[src/rtl/eic_pkg.sv]
package eic_pkg;
   localparam int ADDR_W = 3;
   localparam logic [ADDR_W-1:0] RA_IRQ_POL = 3'd0;
   localparam logic [ADDR_W-1:0] RA_WK_POL  = 3'd1;
   localparam logic [ADDR_W-1:0] RA_IRQ_FN  = 3'd2;
   localparam logic [ADDR_W-1:0] RA_WK_FN   = 3'd3;
   localparam logic [ADDR_W-1:0] RA_EN      = 3'd4;
   localparam logic [ADDR_W-1:0] RA_IRQ_FLG = 3'd5;
   localparam logic [ADDR_W-1:0] RA_WK_FLG  = 3'd6;
endpackage

[src/rtl/eic_sync.sv]
module eic_sync #(
   parameter int W      = 1,
   parameter int STAGES = 2
) (
   input  logic         clk,
   input  logic         rst_n,
   input  logic [W-1:0] d,
   output logic [W-1:0] q
);
   initial assert (STAGES >= 2) else $error("eic_sync: STAGES must be >= 2");

   logic [W-1:0] stg [STAGES];

   always_ff @(posedge clk or negedge rst_n) begin
      if (!rst_n) begin
         for (int k = 0; k < STAGES; k++) stg[k] <= '0;
      end else begin
         stg[0] <= d;
         for (int k = 1; k < STAGES; k++) stg[k] <= stg[k-1];
      end
   end

   assign q = stg[STAGES-1];
endmodule

[src/rtl/eic_edge_flag.sv]
module eic_edge_flag #(
   parameter int W = 4
) (
   input  logic         clk,
   input  logic         rst_n,
   input  logic [W-1:0] smp,
   input  logic [W-1:0] pol,
   input  logic [W-1:0] fn_en,
   input  logic         cfg_wr,
   input  logic         clr_wr,
   input  logic [W-1:0] clr_data,
   output logic [W-1:0] flag
);
   logic [W-1:0] prev;

   always_ff @(posedge clk or negedge rst_n) begin
      if (!rst_n) prev <= '0;
      else        prev <= smp;
   end

   for (genvar i = 0; i < W; i++) begin : g_bit
      logic hit;
      logic drop;
      assign hit  = (pol[i] ? (smp[i] & ~prev[i]) : (~smp[i] & prev[i]))
                    & fn_en[i] & ~cfg_wr;
      assign drop = clr_wr & ~clr_data[i];

      always_ff @(posedge clk or negedge rst_n) begin
         if (!rst_n)    flag[i] <= 1'b0;
         else if (hit)  flag[i] <= 1'b1;
         else if (drop) flag[i] <= 1'b0;
      end

      // a flag only falls after a clear write with a 0 in its bit
      a_r7_fall_needs_clear: assert property (@(posedge clk) disable iff (!rst_n)
         $fell(flag[i]) |-> $past(clr_wr && !clr_data[i]));
      // a flag only rises when its function was enabled and no config write was under way
      a_r4_rise_needs_fn: assert property (@(posedge clk) disable iff (!rst_n)
         $rose(flag[i]) |-> $past(fn_en[i] && !cfg_wr));
      // a flag rises only after the selected edge of the synchronized sample
      a_r3_edge_match: assert property (@(posedge clk) disable iff (!rst_n)
         $rose(flag[i]) |-> $past(pol[i] ? (smp[i] && !prev[i]) : (!smp[i] && prev[i])));
   end
endmodule

[src/rtl/eic_prio.sv]
module eic_prio #(
   parameter int NUM_IRQ = 4,
   parameter int VEC_W   = 3
) (
   input  logic               nmi,
   input  logic [NUM_IRQ-1:0] irq_act,
   input  logic               wk_act,
   output logic               req,
   output logic [VEC_W-1:0]   vec
);
   localparam logic [VEC_W-1:0] VEC_WK = VEC_W'(NUM_IRQ + 1);

   always_comb begin
      vec = '0;
      if (wk_act) vec = VEC_WK;
      for (int i = NUM_IRQ - 1; i >= 0; i--)
         if (irq_act[i]) vec = VEC_W'(i + 1);
      if (nmi) vec = '0;
   end

   assign req = nmi | (|irq_act) | wk_act;
endmodule

[src/rtl/ext_irq_edge_ctl.sv]
module ext_irq_edge_ctl
   import eic_pkg::*;
#(
   parameter int NUM_IRQ     = 4,
   parameter int NUM_WK      = 6,
   parameter int DW          = 8,
   parameter int SYNC_STAGES = 2,
   parameter int VEC_W       = $clog2(NUM_IRQ + 2)
) (
   input  logic               clk,
   input  logic               rst_n,
   input  logic               nmi_pin,
   input  logic [NUM_IRQ-1:0] irq_pin,
   input  logic [NUM_WK-1:0]  wk_pin,
   input  logic               reg_wr,
   input  logic [ADDR_W-1:0]  reg_addr,
   input  logic [DW-1:0]      reg_wdata,
   output logic [DW-1:0]      reg_rdata,
   input  logic               cpu_mask,
   input  logic               cpu_ack,
   output logic               int_req,
   output logic [VEC_W-1:0]   int_vec,
   output logic               mask_set
);
   localparam int PW = 1 + NUM_WK + NUM_IRQ;
   localparam int EW = NUM_IRQ + 1;

   initial assert (EW < DW && NUM_WK < DW && NUM_IRQ >= 1)
      else $error("ext_irq_edge_ctl: register fields exceed data width");
   initial assert ((1 << VEC_W) >= NUM_IRQ + 2)
      else $error("ext_irq_edge_ctl: VEC_W too small");

   logic [PW-1:0]      pins_s;
   logic [NUM_IRQ-1:0] irq_s, irq_pol, irq_fn, irq_flag;
   logic [NUM_WK-1:0]  wk_s, wk_pol, wk_fn, wk_flag;
   logic [EW-1:0]      en_reg;
   logic               nmi_s, nmi_prev, nmi_pend;
   logic               unused_wd;

   eic_sync #(.W(PW), .STAGES(SYNC_STAGES)) u_sync (
      .clk(clk), .rst_n(rst_n), .d({nmi_pin, wk_pin, irq_pin}), .q(pins_s));

   assign irq_s = pins_s[NUM_IRQ-1:0];
   assign wk_s  = pins_s[NUM_IRQ +: NUM_WK];
   assign nmi_s = pins_s[PW-1];
   assign unused_wd = ^reg_wdata[DW-1:NUM_WK];

   // ---------------- configuration registers ----------------
   logic wr_irq_pol, wr_wk_pol, wr_irq_fn, wr_wk_fn, wr_en, wr_irq_flg, wr_wk_flg;
   assign wr_irq_pol = reg_wr && reg_addr == RA_IRQ_POL;
   assign wr_wk_pol  = reg_wr && reg_addr == RA_WK_POL;
   assign wr_irq_fn  = reg_wr && reg_addr == RA_IRQ_FN;
   assign wr_wk_fn   = reg_wr && reg_addr == RA_WK_FN;
   assign wr_en      = reg_wr && reg_addr == RA_EN;
   assign wr_irq_flg = reg_wr && reg_addr == RA_IRQ_FLG;
   assign wr_wk_flg  = reg_wr && reg_addr == RA_WK_FLG;

   always_ff @(posedge clk or negedge rst_n) begin
      if (!rst_n) begin
         irq_pol <= '0; wk_pol <= '0; irq_fn <= '0; wk_fn <= '0; en_reg <= '0;
      end else begin
         if (wr_irq_pol) irq_pol <= reg_wdata[NUM_IRQ-1:0];
         if (wr_wk_pol)  wk_pol  <= reg_wdata[NUM_WK-1:0];
         if (wr_irq_fn)  irq_fn  <= reg_wdata[NUM_IRQ-1:0];
         if (wr_wk_fn)   wk_fn   <= reg_wdata[NUM_WK-1:0];
         if (wr_en)      en_reg  <= reg_wdata[EW-1:0];
      end
   end

   // ---------------- edge detection and flags ----------------
   eic_edge_flag #(.W(NUM_IRQ)) u_irq_flags (
      .clk(clk), .rst_n(rst_n), .smp(irq_s), .pol(irq_pol), .fn_en(irq_fn),
      .cfg_wr(wr_irq_pol | wr_irq_fn), .clr_wr(wr_irq_flg),
      .clr_data(reg_wdata[NUM_IRQ-1:0]), .flag(irq_flag));

   eic_edge_flag #(.W(NUM_WK)) u_wk_flags (
      .clk(clk), .rst_n(rst_n), .smp(wk_s), .pol(wk_pol), .fn_en(wk_fn),
      .cfg_wr(wr_wk_pol | wr_wk_fn), .clr_wr(wr_wk_flg),
      .clr_data(reg_wdata[NUM_WK-1:0]), .flag(wk_flag));

   // ---------------- non-maskable input ----------------
   logic nmi_take;
   assign nmi_take = cpu_ack && int_req && int_vec == '0;

   always_ff @(posedge clk or negedge rst_n) begin
      if (!rst_n) begin
         nmi_prev <= 1'b0;
         nmi_pend <= 1'b0;
      end else begin
         nmi_prev <= nmi_s;
         if (nmi_prev && !nmi_s) nmi_pend <= 1'b1;
         else if (nmi_take)      nmi_pend <= 1'b0;
      end
   end

   // ---------------- priority and CPU handshake ----------------
   logic [NUM_IRQ-1:0] irq_act;
   logic               wk_act;
   assign irq_act = irq_flag & en_reg[NUM_IRQ-1:0] & {NUM_IRQ{~cpu_mask}};
   assign wk_act  = (|wk_flag) & en_reg[NUM_IRQ] & ~cpu_mask;

   eic_prio #(.NUM_IRQ(NUM_IRQ), .VEC_W(VEC_W)) u_prio (
      .nmi(nmi_pend), .irq_act(irq_act), .wk_act(wk_act),
      .req(int_req), .vec(int_vec));

   assign mask_set = cpu_ack && int_req && int_vec != '0
                     && int_vec <= VEC_W'(NUM_IRQ);

   // ---------------- register read ----------------
   always_comb begin
      reg_rdata = '0;
      case (reg_addr)
         RA_IRQ_POL: reg_rdata[NUM_IRQ-1:0] = irq_pol;
         RA_WK_POL:  reg_rdata[NUM_WK-1:0]  = wk_pol;
         RA_IRQ_FN:  reg_rdata[NUM_IRQ-1:0] = irq_fn;
         RA_WK_FN:   reg_rdata[NUM_WK-1:0]  = wk_fn;
         RA_EN:      reg_rdata[EW-1:0]      = en_reg;
         RA_IRQ_FLG: reg_rdata[NUM_IRQ-1:0] = irq_flag;
         RA_WK_FLG:  reg_rdata[NUM_WK-1:0]  = wk_flag;
         default:    reg_rdata = '0;
      endcase
   end

   // ---------------- assertions ----------------
   // a pending non-maskable request is always presented on vector 0
   a_r2_nmi_wins: assert property (@(posedge clk) disable iff (!rst_n)
      nmi_pend |-> (int_req && int_vec == '0));
   // it stays pending until accepted
   a_r2_nmi_held: assert property (@(posedge clk) disable iff (!rst_n)
      (nmi_pend && !cpu_ack) |=> nmi_pend);
   // the global mask blocks every maskable source
   a_r9_cpu_mask: assert property (@(posedge clk) disable iff (!rst_n)
      (cpu_mask && !nmi_pend) |-> !int_req);
   // a cleared group enable keeps the wake vector off the output
   a_r6_group_off: assert property (@(posedge clk) disable iff (!rst_n)
      (int_req && !en_reg[NUM_IRQ]) |-> int_vec != VEC_W'(NUM_IRQ + 1));
   // the mask pulse only appears with an accept
   a_r10_mask_on_ack: assert property (@(posedge clk) disable iff (!rst_n)
      mask_set |-> (cpu_ack && !nmi_pend));
   // nothing pending and enabled means no request
   a_r8_idle: assert property (@(posedge clk) disable iff (!rst_n)
      (!nmi_pend && !(|(irq_flag & en_reg[NUM_IRQ-1:0])) && !((|wk_flag) && en_reg[NUM_IRQ]))
      |-> !int_req);
endmodule

[config.mk]
export PLATFORM = sky130hd
export DESIGN_NAME = ext_irq_edge_ctl
export DESIGN_NICKNAME = d
export VERILOG_FILES = /design/src/rtl/eic_pkg.sv /design/src/rtl/eic_sync.sv /design/src/rtl/eic_edge_flag.sv /design/src/rtl/eic_prio.sv /design/src/rtl/ext_irq_edge_ctl.sv
export SDC_FILE = /design/constraint.sdc
export NUM_CORES = 1
export LEC_CHECK = 0
export ABC_AREA = 1
export BUFFER_PORTS_ARGS = -buffer_cell sky130_fd_sc_hd__buf_4
export CORE_ASPECT_RATIO = 0.9
export CORE_MARGIN = 2
export CORE_UTILIZATION = 40
export CTS_CLUSTER_SIZE = 8
export DETAILED_ROUTE_END_ITERATION = 6
export PLACE_DENSITY_LB_ADDON = 0.12
export SETUP_SLACK_MARGIN = 0.15
export SLEW_MARGIN = 25
export SYNTH_ARGS = -nofsm -noshare
export SYNTH_HDL_FRONTEND = slang
export SYNTH_SLANG_ARGS = --single-unit
[constraint.sdc]
create_clock -name clk -period 2.2 [get_ports clk]
set_input_delay 0.44 -clock clk [delete_from_list [all_inputs] [get_ports clk]]
set_output_delay 0.44 -clock clk [all_outputs]
set_load 0.005 [all_outputs]
[Word-level counts from Yosys, hierarchy flattened]
Index checks and enable logic that the tools add are counted.
Word-level totals
  flip-flop bits (word level): 69
  latch bits: 0
  RAM bits: 0
  ROM bits: 0
  output and inout port bits: 13
  logic and storage cells: 185
  memories kept: 0
Operators by class
  add/sub/neg operators: 0
  multipliers: 0
  divide/modulo/power cells: 0
  order comparisons: 1
  eq/ne operators: 6
  shift operators: 0
  muxes and demuxes: 41
  bitwise gates (word level): 87
  reductions and logical operators: 29
Operator list (count)
  $and 1x1->1: 52
  $mux 1: 32
  $not 1->1: 29
  $pmux 4 s7: 1
  $reduce_bool 2->1: 11
  $mux 3: 6
  $logic_and 1x1->1: 12
  $eq 3x3->1 const B: 3
  $and 4x4->4: 2
  $eq 3x2->1 const B: 2
  $logic_not 3->1: 2
  $reduce_or 6->1: 1
  $or 1x1->1: 4
  $pmux 1 s4: 1
  $reduce_or 4->1: 1
  $eq 3x1->1 const B: 1
  $le 3x3->1 const B: 1
  $pmux 1 s3: 1
  $reduce_bool 3->1: 1
  $logic_not 1->1: 1

[Logic depth before layout (Yosys ltp)]
Gate-level depths: netlist (run 1).
  depth after elaboration: 13
  gate-level depth with buffers: 9
  mapped depth without buffers: 9

[Modules after synthesis]
Synthesis (run 1) repeated with hierarchy kept, for this count alone.
Second synthesis, totals
  cells, all modules: 398
  area, all modules: 3280.6 um^2
Modules (own cells, without submodules)
  ext_irq_edge_ctl: instances 1, cells an instance 208, area an instance 1591.5 um^2
  eic_sync: instances 1, cells an instance 33, area an instance 633.1 um^2
  eic_edge_flag (u_wk_flags): instances 1, cells an instance 85, area an instance 589.3 um^2
  eic_edge_flag (u_irq_flags): instances 1, cells an instance 57, area an instance 394.1 um^2
  eic_prio: instances 1, cells an instance 15, area an instance 72.6 um^2

[Worst setup path before layout (run 1)]
No wires, ideal clock.
  path kind: input port to output port
  start: input reg_addr[1]
  end: output reg_rdata[2]
  arrival: 1.147 ns
  slack: 0.613 ns
  cell stages on the path: 8
  cells stage by stage: buf_4 -> inv_1 -> nand2_1 -> inv_1 -> nand2_1 -> nand3_1 -> a211oi_1 -> nand2_1
Between the ends
  longest elaborated chain between the ends: 2
  elaborated cells on any way between the ends: 8
Ends and longest elaborated chain
  start, declared: line ext_irq_edge_ctl.sv:16  | input logic [ADDR_W-1:0] reg_addr,
  $eq 3x3->1, or another cell as far along: line ext_irq_edge_ctl.sv:112  | case (reg_addr)
  $pmux 4 s7 (*): line ext_irq_edge_ctl.sv:112
  end, declared: line ext_irq_edge_ctl.sv:18  | output logic [DW-1:0] reg_rdata,
Mark *: on every way between the ends. The rest lies on a longest branch, timed or not.

[Worst setup path after layout (run 1)]
  start: register u_wk_flags.flag[3]
  end: output mask_set
Between the ends
  longest elaborated chain between the ends: 12
  elaborated cells on any way between the ends: 15
Ends and longest elaborated chain
  start, declared: line eic_edge_flag.sv:12  | output logic [W-1:0] flag
  start signal, assigned by index: line eic_edge_flag.sv:29  | if (!rst_n) flag[i] <= 1'b0;
  start signal, assigned by index: line eic_edge_flag.sv:30  | else if (hit) flag[i] <= 1'b1;
  start signal, assigned by index: line eic_edge_flag.sv:31  | else if (drop) flag[i] <= 1'b0;
  $reduce_or 6->1 (*): line ext_irq_edge_ctl.sv:100  | assign wk_act = (|wk_flag) & en_reg[NUM_IRQ] & ~cpu_mask;
  $and 1x1->1 (*) (2 in a row): line ext_irq_edge_ctl.sv:100
  branches (longest 8 deep; another with $le 3x3->1)
  $logic_and 1x1->1 (*): line ext_irq_edge_ctl.sv:107  | && int_vec <= VEC_W'(NUM_IRQ);
  end, declared: line ext_irq_edge_ctl.sv:23  | output logic mask_set
Every way passes the cells marked *.

==> out/metrics.cfg, run 1 <==
[worst_setup_path]
cp.arrival_ns=1.62
critical-path-top-delay-family=flip-flops
cpMaxStageDelayCell=dfrtp_1
reg2reg_to=u_irq_flags.flag[0]$_DFFE_PN0P_
worst-path-stages=8
r2r_cells=3
required_ns=1.76
start_kind=flip-flop
critPathMostFrequentCell=buf_4
critPathBufInv=2
max_stage_delay_ns=0.41
path_max_fanout=3
critPathLaunch=u_wk_flags.flag[3]$_DFFE_PN0P_
endpoint=mask_set
rr_startpoint=irq_pol[0]$_DFFE_PN0P_
crit_path_end_kind=output pin
crit_type=reg -> out
r2r_slack_ns=1.32
cp_cell_sequence=nor2_2 -> nand3_2 -> a21boi_2 -> buf_4 -> a21oi_1 -> nand2_1 -> nor2_1 -> buf_4

[detailed_routing]
drc=0
drtIter0Drc=99
vias=2244
vias_per_cell=4.89
antenna_left=0
post_drt_wl_per_cell_um=13.8
finalWirelength_um=6350
first_pass_iters=5

[place]
gp_congestion=0.879
io_buffers=35
place_ws_ns=0.215
dp_hpwl_um=4520
dp.cells=435

[timing]
timing.final.ws_setup_ns=0.137
fmaxAchievable_ghz=0.485
fin_crit_ns=2.06
tns_ns=0
slew_violations=0
worstMarginPinSlew_ns=0.563
hold_viol=0
fin_skew_ns=0.00719
rsz0062_at_grt=yes
slew_headroom_pct=62.4
finalCritPeriodShare_pct=93.8
setup_violations=0

[synthesis]
synthTopCellsByArea=dfrtp_1, nand2_1, inv_1
netlist_area_mm2=0.00295
synth_common_cells=nand2_1, dfrtp_1, inv_1
synth.distinct_cells=28
synth_seq_area_share_pct=58.5
synth.most_common_cell=nand2_1
ys_warn_count=0
synth_top_cell_by_area=dfrtp_1
ys_ff_latch=69
synth_edf_count=0
ys.flop_type=dfrtp_1
yosysTopAreaCellShare_pct=58.5
synth_cells=312
async_flop_share_pct=100
syn_area_per_cell_um2=9.46

[worst_hold_path]
hold_path_class=in -> async

[cts]
cts.clk_slew.worst_paths_ns=0.08
insertion_delay_ns=0.34
clockBufferDepth=2
cts_tree=done
clock-sinks=69
numCtsBuffers=9
root_buffer=clkbuf_8
htreeDepth=3

[run_status]
status=finished clean

[pwr]
switchingPower_uw=955
power_frac_seq_pct=49.5
pwr-share-clk_pct=31.7
internal_power_uw=2310
leakage_uw=0.00176
powerDensity_mw_per_mm2=915
p_sw_share_pct=29.3
power.total_uw=3260
vdd_drop_max_uv=440
pwr-share-comb_pct=18.9

[global_route]
grt.overflow.total=0
grt_util_all_layers_pct=17.4
grt_pass1_vias=2207
grt_max_degree=41
antenna_found_initial=0
grt_pass1_wl_um=10600

[layout]
diodes=0
final_layout_size_suffix_gt1_share_pct=26.5
fillers=686
nNetsFinal=388
area_growth_pct=20.8
fin_cells=459

[floorplanning]
initial_core_util_pct=41.5
num_io_pins=40
num_rows=29
core_mm2=0.00711
die_width_um=94.5
die_area_mm2=0.00808
fp.dieH_um=85.5

[job]
drv_cap=0

## placed cells by master (no fill, tap or decap), types with 2 or more instances in the layout
| cell type | netlist | layout |
|---|---|---|
| a22oi_1 | 2 | 2 |
| buf_4 | 3 | 43 |
| clkinvlp_4 | 0 | 2 |
| nand2_2 | 10 | 10 |
| conb_1 | 1 | 2 |
| nor2_1 | 20 | 17 |
| a21oi_1 | 5 | 5 |
| nand3_2 | 1 | 2 |
| clkinv_2 | 1 | 2 |
| nand4_1 | 6 | 6 |
| dfrtp_1 | 69 | 69 |
| nand2_1 | 75 | 75 |
| inv_1 | 40 | 38 |
| inv_2 | 2 | 4 |
| o21ai_2 | 12 | 12 |
| o21ai_0 | 22 | 21 |
| nor2_4 | 1 | 2 |
| a221oi_1 | 2 | 2 |
| nor2_2 | 3 | 5 |
| o21ai_1 | 5 | 6 |
| nand3_1 | 12 | 11 |
| o2111ai_1 | 8 | 8 |
| o22ai_1 | 4 | 4 |
| clkbuf_8 | 2 | 10 |
## metrics by stage
stage | hold WS (ns) | util (%) | instance area [µm²]
final | 0.0269 | 50.1 | 3560
after global routing | 0.0408 | 50.1 | 3560
after CTS | 0.0350 | 49.4 | 3510
after detailed placement | 0.335 | 46.1 | 3280
after global placement | 0.332 | 46.1 | 3280
after floorplan | 0.144 | - | 2950
## what timing repair did
item	4_1_cts	5_1_grt
cloned	0	0
pin swaps	6	4
hold buffers	0	0
setup buffers	4	4
resized for setup	1	8
setup endpoints to repair	1	6
## per-layer routing
| layer | vias to the layer above | GRT usage (%) | wire (µm) |
|---|---|---|---|
| met5 | - | 0 | 0 |
| met4 | 0 | 5.67 | 64 |
| met3 | 6 | 5.60 | 384 |
| met2 | 63 | 25.2 | 2790 |
| met1 | 1055 | 24.7 | 3110 |
| li1 | 1120 | - | - |
## worst min-delay path by stage
stage                                   from                        to
finish                                 rst_n  u_sync.stg[19]$_DFF_PN0_
global placement    u_sync.stg[12]$_DFF_PN0_     u_sync.q[1]$_DFF_PN0_
CTS                                    rst_n     u_sync.q[8]$_DFF_PN0_
global route                           rst_n     u_sync.q[8]$_DFF_PN0_
floorplan                              rst_n     en_reg[0]$_DFFE_PN0P_
detailed placement  u_sync.stg[17]$_DFF_PN0_     u_sync.q[6]$_DFF_PN0_
## kinds of logic (layout without fill, tap and decap cells)
kind of cell	after synthesis	in the layout	synth area share, %
and+or+nand+nor	128	128	18.9
DFF	69	69	58.5
AOI/OAI and AO/OA	64	64	14.5
buffers and inverters	50	103	7.97
other	1	2	0.127
## area by class of cell
cell class / instances / area (µm²) / area share [%]
Clock buffer: 11 / 141 / 3.97
Inverter: 43 / 163 / 4.56
Timing Repair Buffer: 44 / 343 / 9.62
Clock inverter: 5 / 58.8 / 1.65
Multi-Input combinational cell: 194 / 1010 / 28.5
Sequential cell: 69 / 1730 / 48.5
Tap cell: 93 / 116 / 3.27
## worst reg2reg max path, stage by stage, from the launching register on
cell     delay, ns
dfrtp_1       0.40
inv_1         0.09
a21oi_1       0.04
o31ai_1       0.25
## power groups by stage
stage                     clock network, µW  registers [µW]  logic (µW)
after floorplan                           0            1580         353
after global placement                    0            1630         530
after detailed placement                  0            1640         540
after CTS                              1060            1610         571
after global routing                   1120            1640         704
final                                  1030            1610         615
Power figures use the tool's default switching activity.
==> run 2, diff against run 1 <==
--- a/config.mk
+++ b/config.mk
@@ -12,7 +12,6 @@
 export CORE_UTILIZATION = 40
 export CTS_CLUSTER_SIZE = 8
 export DETAILED_ROUTE_END_ITERATION = 6
-export PLACE_DENSITY_LB_ADDON = 0.12
 export SETUP_SLACK_MARGIN = 0.15
 export SLEW_MARGIN = 25
 export SYNTH_ARGS = -nofsm -noshare
==> out/metrics.cfg, run 2 (synthesis results as in run 1) <==
[floorplanning]
die_area_mm2=0.00808  ; unchanged
fp.dieH_um=85.5  ; unchanged
core_mm2=0.00711  ; unchanged
die_width_um=94.5  ; unchanged
num_io_pins=40  ; unchanged
num_rows=29  ; unchanged
initial_core_util_pct=41.5  ; unchanged

[cts]
cts.clk_slew.worst_paths_ns=0.08  ; about the same
insertion_delay_ns=0.34  ; about the same
clockBufferDepth=2  ; unchanged
clock-sinks=69  ; unchanged
cts_hold_buf=0  ; unchanged
cts_tree=done
htreeDepth=3  ; unchanged
root_buffer=clkbuf_8
numCtsBuffers=9  ; unchanged

[detailed_routing]
vias=2200  ; -2.0%
drc=0  ; unchanged
antenna_left=0  ; unchanged
post_drt_wl_per_cell_um=14.0  ; +1.2%
vias_per_cell=4.87  ; -0.44%
finalWirelength_um=6330  ; -0.30%
drtIter0Drc=145  ; +46%
first_pass_iters=5  ; unchanged

[pwr]
power_frac_seq_pct=51.3  ; +1.8 points
pwr-share-clk_pct=30.0  ; -1.7 points
internal_power_uw=2170  ; -5.9%
switchingPower_uw=989  ; +3.6%
pwr-share-comb_pct=18.6  ; -0.3 points
vdd_drop_max_uv=371  ; -16%
power.total_uw=3160  ; -3.1%
powerDensity_mw_per_mm2=889  ; -2.9%
leakage_uw=0.00174  ; -0.95%
p_sw_share_pct=31.3  ; +2.0 points

[place]
io_buffers=35  ; unchanged
gp_congestion=0.876  ; -0.28%
dp.cells=435  ; unchanged
dp_hpwl_um=4570  ; +1.0%
place_ws_ns=0.197  ; -0.0178 ns

[global_route]
grt_pass1_wl_um=10600  ; -0.71%
grt.overflow.total=0  ; unchanged
grt_max_degree=39  ; -4.9%
grt_util_all_layers_pct=17.3  ; -0.10 points
grt_pass1_vias=2132  ; -3.4%
antenna_found_initial=0  ; unchanged

[timing]
hold_viol=0  ; unchanged
slew_violations=0  ; unchanged
hold_slack_ns=0.0311  ; +0.00412 ns
slew_headroom_pct=61.9  ; -0.56 points
fin_skew_ns=0.00865  ; +0.00146 ns
timing.final.ws_setup_ns=0.0934  ; -0.0440 ns
worstMarginPinSlew_ns=0.572  ; +0.00842 ns
fin_crit_ns=2.11  ; +0.0440 ns
rsz0062_at_grt=yes
fmaxAchievable_ghz=0.475  ; -2.1%
finalCritPeriodShare_pct=95.8  ; +2.0 points
setup_violations=0  ; unchanged

[worst_setup_path]
path_max_fanout=4  ; +1
crit_path_end_kind=output pin
required_ns=1.76  ; about the same
start_kind=flip-flop
cp.arrival_ns=1.67  ; +0.05 ns
crit_type=reg -> out

[layout]
mostFrequentLayoutCells=nand2_1, dfrtp_1, inv_1
layout_commonest_cell=nand2_1
area_growth_pct=20.5
nNetsFinal=381  ; -1.8%
diodes=0  ; unchanged
final_layout_size_suffix_gt1_share_pct=29.0  ; +2.5 points
fin_cells=452  ; -1.5%
fillers=721  ; +5.1%

[job]
drv_cap=0  ; unchanged

[run_status]
status=finished clean

[worst_hold_path]
hold_path_class=in -> async

-- run 2: cell count changes in the layout (fill, tap and decap cells not counted), moves of 3 or more --
cell / before / now
nand2_2: 10 / 15
buf_4: 43 / 36
nand3_1: 11 / 7
nand2_1: 75 / 70
nand3_2: 2 / 6
nor2_1: 17 / 14
nor2_2: 5 / 8
-- run 2: final timing paths --
path | from | endpoint | slack, ns | cells after the start
max reg2reg | irq_pol[2]$_DFFE_PN0P_ | u_irq_flags.flag[2]$_DFFE_PN0P_ | 1.30 | 5
max | u_wk_flags.flag[5]$_DFFE_PN0P_ | mask_set | 0.09 | 7
min reg2reg | u_sync.stg[11]$_DFF_PN0_ | u_sync.q[0]$_DFF_PN0_ | 0.35 | 0
max in group asynchronous | rst_n | u_wk_flags.flag[0]$_DFFE_PN0P_ | 1.61 | 2
min | rst_n | u_sync.q[8]$_DFF_PN0_ | 0.03 | 1
min in group clk | wk_pin[1] | u_sync.stg[16]$_DFF_PN0_ | 0.20 | 1
-- run 2: what timing repair did --
item	CTS	global route
setup buffers	0	1
endpoints found under the setup margin	1	5
pin swaps	0	7
gates resized for setup	0	22
-- run 2: through the flow --
step	util [%]	cell area [µm²]	setup TNS [ns]
after CTS	48.7	3460	0
final	50.0	3550	0
after detailed placement	46.1	3280	0
after global routing	50.0	3550	-0.0229
after global placement	46.1	3280	0
after floorplan	-	2950	0
-- run 2: critical path, cell delays in order (launching register included) --
cell,delay [ns]
dfrtp_1,0.42
nor2_2,0.14
nand3_2,0.13
a21boi_4,0.21
o21ai_0,0.10
a21oi_1,0.16
nor2_2,0.04
buf_4,0.13
-- run 2: cell type report --
cell class | count | area, µm² | share of cell area [%]
Sequential cell | 69 | 1730 | 48.6
Clock inverter | 6 | 43.8 | 1.23
Clock buffer | 10 | 138 | 3.87
Inverter | 43 | 163 | 4.58
Multi-Input combinational cell | 194 | 1080 | 30.3
Timing Repair Buffer | 37 | 290 | 8.17
Tap cell | 93 | 116 | 3.27
-- run 2: per-layer routing --
layer / routed length (µm) / global-route usage (%) / up-vias / share of wire [%]
met3: 383 / 5.42 / 4 / 6.0
li1: - / - / 1099 / -
met5: 0 / 0 / - / 0
met4: 34 / 5.14 / 0 / 0.54
met1: 3150 / 25.2 / 1035 / 50
met2: 2770 / 24.7 / 62 / 44
-- run 2: power by group through the flow --
| stage | sequential, µW | combinational (µW) | clock [µW] |
|---|---|---|---|
| finish | 1620 | 588 | 949 |
| global route | 1650 | 674 | 1030 |
| CTS | 1610 | 547 | 975 |
| detailed placement | 1630 | 545 | 0 |
| global placement | 1630 | 532 | 0 |
| floorplan | 1580 | 353 | 0 |
==> run 3, diff against run 2 <==
==> constraint.sdc (replaced) <==
create_clock -name clk -period 2.2 [get_ports clk]
set_input_delay 0.22 -clock clk [delete_from_list [all_inputs] [get_ports clk]]
set_output_delay 0.22 -clock clk [all_outputs]
set_load 0.005 [all_outputs]
==> out/metrics.cfg, run 3 (synthesis results as in run 1) <==
[run_status]
status=finished, violations left
violations=negative hold slack

[worst_setup_path]
max_stage_delay_ns=0.42  ; about the same
r2r_slack_ns=1.32  ; +0.02 ns
crit_path_end_kind=output pin
required_ns=1.98  ; +0.22 ns
critPathMostFrequentCell=nor2_1
cp.arrival_ns=1.67  ; about the same
r2r_cells=5  ; unchanged
path_max_fanout=4  ; unchanged
cpMaxStageDelayCell=dfrtp_1
critPathLaunch=u_wk_flags.flag[5]$_DFFE_PN0P_
reg2reg_to=u_irq_flags.flag[2]$_DFFE_PN0P_
cp_cell_sequence=nor2_2 -> nand3_2 -> a21boi_4 -> nor2_1 -> nand3_1 -> nand2_1 -> nor2_1 -> buf_4
crit_type=reg -> out
rr_startpoint=irq_pol[2]$_DFFE_PN0P_
start_kind=flip-flop

[floorplanning]
fp.dieH_um=85.5  ; unchanged
die_width_um=94.5  ; unchanged
initial_core_util_pct=41.5  ; unchanged
num_rows=29  ; unchanged
num_io_pins=40  ; unchanged
core_mm2=0.00711  ; unchanged
die_area_mm2=0.00808  ; unchanged

[cts]
clockBufferDepth=2  ; unchanged
root_buffer=clkbuf_8
htreeDepth=3  ; unchanged
cts.clk_slew.worst_paths_ns=0.08  ; about the same
insertion_delay_ns=0.35  ; about the same
clock-sinks=69  ; unchanged
cts_tree=done
numCtsBuffers=9  ; unchanged

[detailed_routing]
drc=0  ; unchanged
vias=2252  ; +2.4%
finalWirelength_um=6360  ; +0.39%
antenna_left=0  ; unchanged
first_pass_iters=4  ; -1
vias_per_cell=4.86  ; about the same
post_drt_wl_per_cell_um=13.7  ; -2.0%
drtIter0Drc=120  ; -17%

[timing]
rsz0062_at_grt=no
hold_slack_ns=-0.0351  ; -0.0661 ns
finalCritPeriodShare_pct=86.1  ; -9.7 points
setup_violations=0  ; unchanged
fmaxAchievable_ghz=0.528  ; +11%
fin_skew_ns=0.00644  ; -0.00221 ns
fin_crit_ns=1.89  ; -0.213 ns
slew_violations=0  ; unchanged
hold_viol=43  ; +43
tns_ns=0  ; unchanged
worstMarginPinSlew_ns=0.854  ; +0.283 ns
slew_headroom_pct=43.0  ; -19 points

[layout]
layout_commonest_cell=nand2_1
mostFrequentLayoutCells=nand2_1, dfrtp_1, inv_1
final_layout_size_suffix_gt1_share_pct=23.8  ; -5.2 points
diodes=0  ; unchanged
fillers=703  ; -2.5%
fin_cells=463  ; +2.4%
nNetsFinal=392  ; +2.9%
area_growth_pct=22.3

[place]
dp.cells=434  ; -0.23%
gp_congestion=0.878  ; +0.23%
io_buffers=35  ; unchanged
dp_hpwl_um=4390  ; -3.9%

[global_route]
grt_pass1_wl_um=10700  ; +1.2%
grt_pass1_vias=2251  ; +5.6%
antenna_found_initial=0  ; unchanged
grt.overflow.total=0  ; unchanged
grt_max_degree=70  ; +79%
grt_util_all_layers_pct=17.6  ; +0.35 points

[job]
drv_cap=0  ; unchanged

[pwr]
vdd_drop_max_uv=436  ; +17%
leakage_uw=0.00178  ; +2.2%
powerDensity_mw_per_mm2=900  ; +1.2%

[worst_hold_path]
hold_path_class=in -> async

[run 3: through the flow]
stage / area (µm²) / worst slack (ns) / utilization (%) / total power [µW]
after CTS: 3570 / 0.262 / 50.3 / 3260
final: 3610 / 0.306 / 50.8 / 3250
after floorplan: 2950 / 0.940 / - / 1940
after detailed placement: 3260 / 0.634 / 45.8 / 2170
after global routing: 3610 / 0.121 / 50.8 / 3450
after global placement: 3260 / 0.646 / 45.8 / 2150
[run 3: how the worst max path moves through the flow]
stage | endpoint | slack (ns) | cells past startpoint
floorplan | mask_set | 0.94 | 7
global placement | reg_rdata[2] | 0.65 | 10
detailed placement | reg_rdata[2] | 0.63 | 10
CTS | mask_set | 0.26 | 8
global route | mask_set | 0.12 | 10
finish | mask_set | 0.31 | 8
[run 3: worst max-delay path, delay by kind of cell (launching register included)]
kind,cells,cell delay [ns]
compound gates,1,0.22
flops,1,0.42
buf+inv,1,0.12
simple gates,6,0.56
[run 3: area by class of cell]
| type | instances | area [µm²] | area share (%) |
|---|---|---|---|
| clock buffer | 9 | 124 | 3.43 |
| clock inverter | 7 | 80.1 | 2.22 |
| inverter | 43 | 163 | 4.51 |
| multi-input combinational | 194 | 1010 | 28.0 |
| sequential | 69 | 1730 | 47.8 |
| tap | 93 | 116 | 3.22 |
| timing repair buffer | 48 | 388 | 10.7 |
[run 3: power breakdown]
group          total, µW  internal [µW]  switching [µW]
combinational        577            271             306
sequential          1620           1450             166
clock               1050            536             517
[run 3: what timing repair did]
action,4_1_cts,5_1_grt
endpoints found under the setup margin,0,1
buffers inserted,0,2
hold buffers,11,0
gates resized for setup,0,5
endpoints found under the hold margin,11,0
[run 3: per-layer routing]
layer  share of wire [%]  track usage (%)  vias to the layer above
met1                  49             24.7                     1072
li1                    -                -                     1118
met4                 1.4             7.25                        0
met2                  44             25.7                       51
met3                 5.9             5.15                       11
met5                   0                0                        -
